[src/rtl/l2_split_ctrl.sv]
`timescale 1ns/1ps
module l2_split_ctrl #(
  parameter int AW  = 16,
  parameter int DW  = 32,
  parameter int SAW = 6,
  parameter int OW  = 2
) (
  input  logic             clk,
  input  logic             rst_n,
  input  logic             cfg_split,
  input  logic [AW-SAW:0]  cfg_lbase,
  input  logic             cfg_lro,
  input  logic             shadow_load,
  input  logic             flush,
  input  logic             cpu_req,
  input  logic             cpu_we,
  input  logic             cpu_nc,
  input  logic [AW-1:0]    cpu_addr,
  input  logic [DW-1:0]    cpu_wdata,
  output logic [DW-1:0]    cpu_rdata,
  output logic             cpu_wait,
  output logic             sram_we,
  output logic [SAW-1:0]   sram_addr,
  output logic [DW-1:0]    sram_wdata,
  input  logic [DW-1:0]    sram_rdata,
  output logic             mem_req,
  output logic             mem_we,
  output logic [AW-1:0]    mem_addr,
  output logic [DW-1:0]    mem_wdata,
  input  logic             mem_ack,
  input  logic [DW-1:0]    mem_rdata,
  input  logic             snoop_valid,
  input  logic [AW-OW-1:0] snoop_line
);
  localparam int IW    = SAW - OW;
  localparam int LINES = 1 << IW;
  localparam int TW    = AW - SAW + 1;

  typedef enum logic [1:0] {S_IDLE, S_FILL, S_MRD, S_MWR} st_t;

  st_t             st, nxt;
  logic [LINES-1:0] vld;
  logic [TW-1:0]    tags [LINES];
  logic [OW-1:0]    cnt;
  logic [AW-1:0]    fa;
  logic             kill;

  logic [IW-1:0] c_idx, f_idx, s_idx;
  logic [TW-1:0] c_tag, f_tag, s_tag;
  logic [OW-1:0] f_off;
  logic          c_hit, c_loc, c_lwok, s_hit, s_fill, f_last, f_done, miss_go;

  assign c_idx  = cfg_split ? {1'b0, cpu_addr[SAW-2:OW]} : cpu_addr[SAW-1:OW];
  assign c_tag  = cpu_addr[AW-1:SAW-1];
  assign c_hit  = vld[c_idx] && (tags[c_idx] == c_tag);
  assign c_loc  = cfg_split && (c_tag == cfg_lbase);
  assign c_lwok = !cfg_lro || shadow_load;

  assign f_idx  = cfg_split ? {1'b0, fa[SAW-2:OW]} : fa[SAW-1:OW];
  assign f_tag  = fa[AW-1:SAW-1];
  assign f_off  = fa[OW-1:0] + cnt;
  assign f_last = &cnt;
  assign f_done = (st == S_FILL) && mem_ack && f_last;

  assign s_idx  = cfg_split ? {1'b0, snoop_line[SAW-2-OW:0]} : snoop_line[SAW-1-OW:0];
  assign s_tag  = snoop_line[AW-OW-1:SAW-1-OW];
  assign s_hit  = snoop_valid && vld[s_idx] && (tags[s_idx] == s_tag);
  assign s_fill = snoop_valid && (s_tag == f_tag) && (s_idx == f_idx);

  assign miss_go = (st == S_IDLE) && cpu_req && !c_loc && !cpu_we && !cpu_nc && !c_hit;

  always_comb begin
    nxt        = st;
    cpu_wait   = cpu_req;
    cpu_rdata  = sram_rdata;
    sram_we    = 1'b0;
    sram_addr  = {c_idx, cpu_addr[OW-1:0]};
    sram_wdata = cpu_wdata;
    mem_req    = 1'b0;
    mem_we     = 1'b0;
    mem_addr   = cpu_addr;
    mem_wdata  = cpu_wdata;
    unique case (st)
      S_IDLE: if (cpu_req) begin
        if (c_loc) begin
          cpu_wait  = 1'b0;
          sram_addr = {1'b1, cpu_addr[SAW-2:0]};
          sram_we   = cpu_we && c_lwok;
        end else if (cpu_we) begin
          nxt     = S_MWR;
          sram_we = !cpu_nc && c_hit;
        end else if (cpu_nc) begin
          nxt = S_MRD;
        end else if (c_hit) begin
          cpu_wait = 1'b0;
        end else begin
          nxt = S_FILL;
        end
      end
      S_FILL: begin
        mem_req    = 1'b1;
        mem_addr   = {fa[AW-1:OW], f_off};
        sram_addr  = {f_idx, f_off};
        sram_wdata = mem_rdata;
        if (mem_ack) begin
          sram_we = 1'b1;
          if (cnt == '0) begin
            cpu_wait  = 1'b0;
            cpu_rdata = mem_rdata;
          end
          if (f_last) nxt = S_IDLE;
        end
      end
      S_MRD: begin
        mem_req = 1'b1;
        if (mem_ack) begin
          cpu_wait  = 1'b0;
          cpu_rdata = mem_rdata;
          nxt       = S_IDLE;
        end
      end
      default: begin
        mem_req = 1'b1;
        mem_we  = 1'b1;
        if (mem_ack) begin
          cpu_wait = 1'b0;
          nxt      = S_IDLE;
        end
      end
    endcase
  end

  always_ff @(posedge clk or negedge rst_n) begin
    if (!rst_n) begin
      st   <= S_IDLE;
      cnt  <= '0;
      fa   <= '0;
      kill <= 1'b0;
      vld  <= '0;
    end else begin
      st <= nxt;
      if (miss_go) begin
        fa   <= cpu_addr;
        cnt  <= '0;
        kill <= 1'b0;
      end else if (st == S_FILL) begin
        if (mem_ack) cnt <= cnt + 1'b1;
        if (s_fill || flush) kill <= 1'b1;
      end
      if (flush) begin
        vld <= '0;
      end else begin
        if (s_hit) vld[s_idx] <= 1'b0;
        if (miss_go) vld[c_idx] <= 1'b0;
        if (f_done && !kill && !s_fill) vld[f_idx] <= 1'b1;
      end
    end
  end

  always_ff @(posedge clk) begin
    if (f_done) tags[f_idx] <= f_tag;
  end

  a_r2_critical_first: assert property (@(posedge clk) disable iff (!rst_n)
    miss_go |=> mem_req && !mem_we && (mem_addr == $past(cpu_addr)));

  a_r3_line_installed: assert property (@(posedge clk) disable iff (!rst_n)
    (f_done && !kill && !s_fill && !flush) |=> vld[$past(f_idx)]);

  a_r4_write_through: assert property (@(posedge clk) disable iff (!rst_n)
    (st == S_IDLE && cpu_req && cpu_we && !c_loc) |=> mem_req && mem_we);

  a_r6_snoop_drop: assert property (@(posedge clk) disable iff (!rst_n)
    s_hit |=> !vld[$past(s_idx)]);

  a_r7_flush_all: assert property (@(posedge clk) disable iff (!rst_n)
    flush |=> (vld == '0));

  a_r8_local_quiet: assert property (@(posedge clk) disable iff (!rst_n)
    (st == S_IDLE && cpu_req && c_loc) |=> !mem_req);

  a_r11_req_hold: assert property (@(posedge clk) disable iff (!rst_n)
    (mem_req && !mem_ack) |=> mem_req && $stable(mem_addr) && $stable(mem_we));
endmodule

[config.mk]
export PLATFORM = sky130hd
export DESIGN_NAME = l2_split_ctrl
export DESIGN_NICKNAME = d
export VERILOG_FILES = /design/src/rtl/l2_split_ctrl.sv
export SDC_FILE = /design/constraint.sdc
export NUM_CORES = 1
export LEC_CHECK = 0
export BUFFER_PORTS_ARGS = -buffer_cell sky130_fd_sc_hd__buf_2
export CAP_MARGIN = 5
export CORE_MARGIN = 1
export CORE_UTILIZATION = 40
export DETAILED_ROUTE_END_ITERATION = 8
export HOLD_SLACK_MARGIN = 0.02
export PLACE_DENSITY = 0.6
export SLEW_MARGIN = 5
export SYNTH_ARGS = -nofsm -noshare
export SYNTH_HDL_FRONTEND = slang
export SYNTH_SLANG_ARGS = --single-unit
[constraint.sdc]
create_clock -name clk -period 4.4 [get_ports clk]
set_input_delay 0.88 -clock clk [delete_from_list [all_inputs] [get_ports clk]]
set_output_delay 0.88 -clock clk [all_outputs]
set_load 0.02 [all_outputs]
# Word level (Yosys, flattened, before mapping)
# Memories as Yosys holds them, arrays and structs flattened.
# Cells that the tools add are included.
totals:
  ramBits: 176
  n_memories: 1
  output_inout_bits: 122
  elab_cells: 132
  in_bits: 148
  regBits: 37
op_classes:
  order_cmp: 6
  reduce_logical: 40
  n_addsub: 2
  n_bitwise: 5
  mux: 61
  eq_ne: 12
memory_table:
  columns: ["memory", "words", "word_bits", "read_ports", "rd_ports_with_merged_regs", "wr", "line", "source"]
  rows:
  - ["tags", 16, 11, 2, 0, 1, "43", "logic [TW-1:0] tags [LINES];"]
op_table:
  columns: ["op", "count"]
  rows:
  - ["two-way mux 32 bit", 4]
  - ["two-way mux 16 bit", 7]
  - ["one-hot mux 32 bit (2 select lines)", 1]
  - ["equality test 11 bit", 4]
  - ["bitwise AND 16 bit", 2]
  - ["NOT 16 bit", 2]
  - ["two-way mux 1 bit", 24]
  - ["two-way mux 2 bit", 11]
  - ["logical AND 1 bit", 20]
  - ["OR 16 bit", 1]
  - ["less-than comparator 4 x 5 -> 1 bit (second input constant)", 3]
  - ["demux 1 bit (select 4 bit)", 3]
  - [">= comparator 4 x 1 -> 1 bit (second input constant)", 3]
  - ["two-way mux 4 bit", 3]
  - ["two-way mux 6 bit", 2]
  - ["one-hot mux 6 bit (2 select lines)", 1]
  - ["binary-select mux 1 bit (select 4 bit)", 2]
  - ["!= test 2 bit (second input constant)", 4]
  - ["nonzero test 2 bit", 4]
  - ["logical NOT 1 bit", 7]
  - ["AND reduction 2 bit", 3]
  - ["AND reduction 6 bit", 1]
  - ["equality test 4 bit", 1]
  - ["logical NOT 2 bit", 2]
  - ["other kinds (9)", 11]

# Logic depth before layout (Yosys ltp)
depth:
  word_depth: 15
  ltp_mapped: 14
  depth_no_buf: 9

# Least setup slack after synthesis
# Ideal clock, no wire load.
synth_path:
  path_kind: "input to output"
  from: "input cpu_addr[2]"
  to: "output cpu_wait"
  n_path_buf: 3
  t_required_ns: 3.520
  stages: 12
  path_slack_ns: 0.044
  arrival_time_ns: 3.476
  cell_sequence: "buf_6 > buf_6 > mux4_2 > xor2_1 > a2111oi_2 > o22ai_1 > a211oi_2 > nand4_1 > a2111oi_4 > buf_2 > a21oi_1 > a21o_1"
synth_via:
  elab_chain_cells: 10
  word_cells_on_any_way: 12
  classes_between: "1 x eq/ne; 9 x mux; 1 x reduce/logical; 1 x memory"
synth_lines:
  columns: ["element", "line", "source"]
  rows:
  - ["start: declaration", "18", "input logic [AW-1:0] cpu_addr,"]
  - ["two-way mux 4 bit *", "53", "assign c_idx = cfg_split ? {1'b0, cpu_addr[SAW-2:OW]} : cpu_addr[SAW-1:OW];"]
  - ["memory read (16 x 11 bit) or binary-select mux 1 bit (select 4 bit) (tied branches)", null, null]
  - ["equality test 11 bit or two-way mux 1 bit (tied branches)", "55", "assign c_hit = vld[c_idx] && (tags[c_idx] == c_tag);"]
  - ["logical AND 1 bit *", "55", null]
  - ["two-way mux 1 bit *", "94", "end else if (c_hit) begin"]
  - ["two-way mux 1 bit *", "92", "end else if (cpu_nc) begin"]
  - ["two-way mux 1 bit *", "89", "end else if (cpu_we) begin"]
  - ["two-way mux 1 bit *", "85", "if (c_loc) begin"]
  - ["two-way mux 1 bit *", "84", "S_IDLE: if (cpu_req) begin"]
  - ["one-hot mux 1 bit (2 select lines) *", "83", "unique case (st)"]
  - ["end: declaration", "21", "output logic cpu_wait,"]
# Mark *: on every way between the ends. The rest lies on a longest branch, timed or not. The select of a mux whose other input is x is not followed.

# Worst setup path in the final report
layout_path:
  from: "input cpu_addr[5]"
  to: "output cpu_wait"
layout_via:
  elab_chain_cells: 10
  word_cells_on_any_way: 14
  classes_between: "2 x eq/ne; 9 x mux; 2 x reduce/logical; 1 x memory"
layout_lines:
  columns: ["element", "line"]
  rows:
  - ["two-way mux 4 bit", "53"]
  - ["memory read (16 x 11 bit) or binary-select mux 1 bit (select 4 bit) (tied branches)", null]
  - ["equality test 11 bit or two-way mux 1 bit (tied branches)", "55"]
  - ["logical AND 1 bit", "55"]
  - ["two-way mux 1 bit", "94"]
  - ["two-way mux 1 bit", "92"]
  - ["two-way mux 1 bit", "89"]
  - ["two-way mux 1 bit *", "85"]
  - ["two-way mux 1 bit *", "84"]
  - ["one-hot mux 1 bit (2 select lines) *", "83"]
# Marked as above.

==> results_dict.tcl <==
set metrics [dict create \
    design_power_total_mw 7.66 \
    clock_tree.root_cell "sky130_fd_sc_hd__clkbuf_16" \
    tritoncts_num_sinks 213 \
    drive_above_1_share 0.439 \
    violated_checks "setup timing" \
    die_area_um2 33200 \
    finalSetupViolCount 1 \
    ff_latch_area_um2 6210 \
    ff2ff_setup_slack_ns 0.97 \
    ant_nets 0 \
    seq_area_frac_synth 0.478 \
    hold_buf_count_cts 0 \
    synthesized_netlist_net_count 1192 \
    worst_setup_hold_path_clk_slew_ns 0.06 \
    worstReg2RegEnd "fa[8]" \
    avgViaCountPerCell 5.90 \
    synth.most_common_cell "sky130_fd_sc_hd__edfxtp_1" \
    start_util 0.409 \
    timing.setup.critical_path_class "in -> out" \
    post_synthesis_sequential_element_count 213 \
    final_number_of_hold_violating_endpoints 0 \
    port_buffers 269 \
    leakagePower_nw 6.32 \
    post-route-worst-setup-slack_ns -0.0665 \
    setup_repair_after_global_routing_missed_its_margin "true" \
    finalSetupTns_ns -0.0665 \
    grt_max_degree 39 \
    outcome "complete, but fails checks" \
    synthArstFlopShare 0.174 \
    synth_commonest_cells "176 x sky130_fd_sc_hd__edfxtp_1, 91 x sky130_fd_sc_hd__nand2_1, 68 x sky130_fd_sc_hd__mux2_2, 68 x sky130_fd_sc_hd__mux4_2, 50 x sky130_fd_sc_hd__nor2_1" \
    slew_viols_final 0 \
    first_pass_grt_wire_length_um 66100 \
    place.detailed.instances 1735 \
    grt_remaining_overflow 0 \
    edff_count_synth 176 \
    hpwlAfterDp_um 34300 \
    max-vdd-ir-drop_mv 0.347 \
    antenna_found_initial 1 \
    final.hold.worst_slack_ns 0.492 \
    power_per_cell_area_nw_per_um2 470 \
    cts-buffers-inserted 24 \
    r2r-start "tags[14][4]" \
    yosysWarningCount 0 \
    ys_types 64 \
    fmax_mhz 224 \
    drtPass1Iterations 6 \
    tritoncts_clock_tree "built" \
    synthTopCellsByArea "sky130_fd_sc_hd__edfxtp_1 41%, sky130_fd_sc_hd__mux4_2 12%, sky130_fd_sc_hd__dfrtp_1 7.1%" \
    fill_cells 2782 \
    globalplace.congestion 0.952 \
    hold_class "in -> async" \
    ctsLongestPathBuffers 3 \
    ctsHtreeMaxLevel 1 \
    core_region_area_um2 31800 \
    via_count 10579 \
    post_layout_minimum_cycle_time_ns 4.47 \
    die_h_um 182 \
    clock_latency_ns 0.56 \
    syn-instance-count 1037 \
    endpoint_kind "output pin" \
    dieWidth_um 182 \
    tcrit_tclk_final 1.02 \
    place_ws_ns -0.212 \
    area_delta_synth_final_pct 25.4 \
    routed_wirelength_um 46000 \
    crit_fanout 4 \
    timing.slew.headroom 0.288 \
    detail_route.iter0.violations 1388 \
    worst_r2r_path_depth 12 \
    grtUsageTotal 0.271 \
    io_pins 270 \
    routed_wire_length_per_instance_um 25.7 \
    synth_top_cell_by_area "sky130_fd_sc_hd__edfxtp_1" \
    area_occupied_by_multi_input_gates_um2 6260 \
    critical_path.startpoint_type "primary input" \
    drc 0 \
    final_cell_count_no_fill 1793 \
    data_arrival_time_of_the_worst_path_ns 3.59 \
    required_time_at_the_worst_slack_endpoint_ns 3.52 \
    maxCapViolations 0 \
    avgSynthCellArea_um2 12.5 \
    timing.clock.skew_ns 0.0355 \
    num-nets-final 1493 \
    num_rows 65 \
    grt_pass1_vias 10020 \
    synth_top_area_frac 0.407 \
    netlist_area_um2 13000 \
    dominantRegCellSynth "sky130_fd_sc_hd__edfxtp_1" \
    max_slew.worst_pin.slew_ns 1.07 \
]
-- what timing repair did --
item | in CTS | in global routing
setup endpoints to repair | 2 | 2
pin swaps | 6 | 12
gates cloned | 2 | 1
gates resized for setup | 12 | 32
setup buffers | 3 | 6
hold endpoints to repair | 0 | 0
-- where the power goes --
part | switching (mW) | internal [mW]
clock | 0.873 | 1.15
combinational | 1.72 | 1.13
sequential | 0.266 | 2.53
-- cells by family after synthesis --
logic type      after synthesis  share of synthesized area
flops                       213                      0.478
simple gates                275                      0.105
mux                         187                      0.219
buf+inv                     122                     0.0511
fa+ha+maj                     7                    0.00674
xor+xnor                     55                     0.0371
compound gates              178                      0.104
-- layout make-up --
class / count / area share
multi-input combinational: 703 / 0.384
sequential: 213 / 0.381
timing repair buffer: 378 / 0.148
clock buffer: 28 / 0.0384
tap: 435 / 0.0334
clock inverter: 16 / 0.00998
inverter: 18 / 0.00445
antenna: 2 / 0.000307
-- worst max-delay path by stage --
| stage | start | endpoint | slack [ns] |
|---|---|---|---|
| 2_1_floorplan | cpu_addr[2] | cpu_wait | 0.04 |
| 3_3_place_gp | cpu_addr[5] | cpu_wait | -0.15 |
| 3_5_place_dp | cpu_addr[2] | cpu_wait | -0.21 |
| 4_1_cts | cpu_addr[2] | cpu_wait | 0.006 |
| 5_1_grt | cpu_addr[5] | cpu_wait | -0.16 |
| 6_report | cpu_addr[5] | cpu_wait | -0.07 |
-- cells in the final DEF (no fill, tap or decap), drive strengths merged, types with 37 or more instances in the layout --
master and instances:
edfxtp 176, nor2 50, buf 375, mux4 68, a22o 38, xnor2 39
mux2 75, nand2 91, mux2i 44, dfrtp 37
-- critical path, cell delays in order --
cell and delay, ns:
sky130_fd_sc_hd__buf_8 0.08, sky130_fd_sc_hd__nor2b_4 0.23, sky130_fd_sc_hd__buf_6 0.13, sky130_fd_sc_hd__mux4_2 0.54, sky130_fd_sc_hd__xor2_2 0.19, sky130_fd_sc_hd__o221ai_2 0.11, sky130_fd_sc_hd__a211oi_2 0.26, sky130_fd_sc_hd__nand4_1 0.20
sky130_fd_sc_hd__a2111oi_4 0.42, sky130_fd_sc_hd__clkbuf_16 0.21, sky130_fd_sc_hd__a21oi_2 0.04, sky130_fd_sc_hd__a21o_1 0.17, sky130_fd_sc_hd__buf_6 0.13
-- stage by stage --
step / util / area, µm²
2_1_floorplan: - / 13000
3_3_place_gp: 0.478 / 15200
3_5_place_dp: 0.478 / 15200
4_1_cts: 0.506 / 16100
5_1_grt: 0.513 / 16300
6_report: 0.513 / 16300
-- registers in the layout, indices dropped and copies added, names as in the netlist --
name / flops
vld: 16
st: 2
fa: 16
tags: 176
kill: 1
cnt: 2
-- routing by layer --
metal | up-vias | wire length [µm] | global-route usage
li1 | 4627 | - | -
met5 | - | 104 | 0.0267
met3 | 87 | 3990 | 0.0523
met2 | 603 | 21000 | 0.417
met1 | 5260 | 19400 | 0.381
met4 | 2 | 1540 | 0.0884
Power figures use the tool's default switching activity.
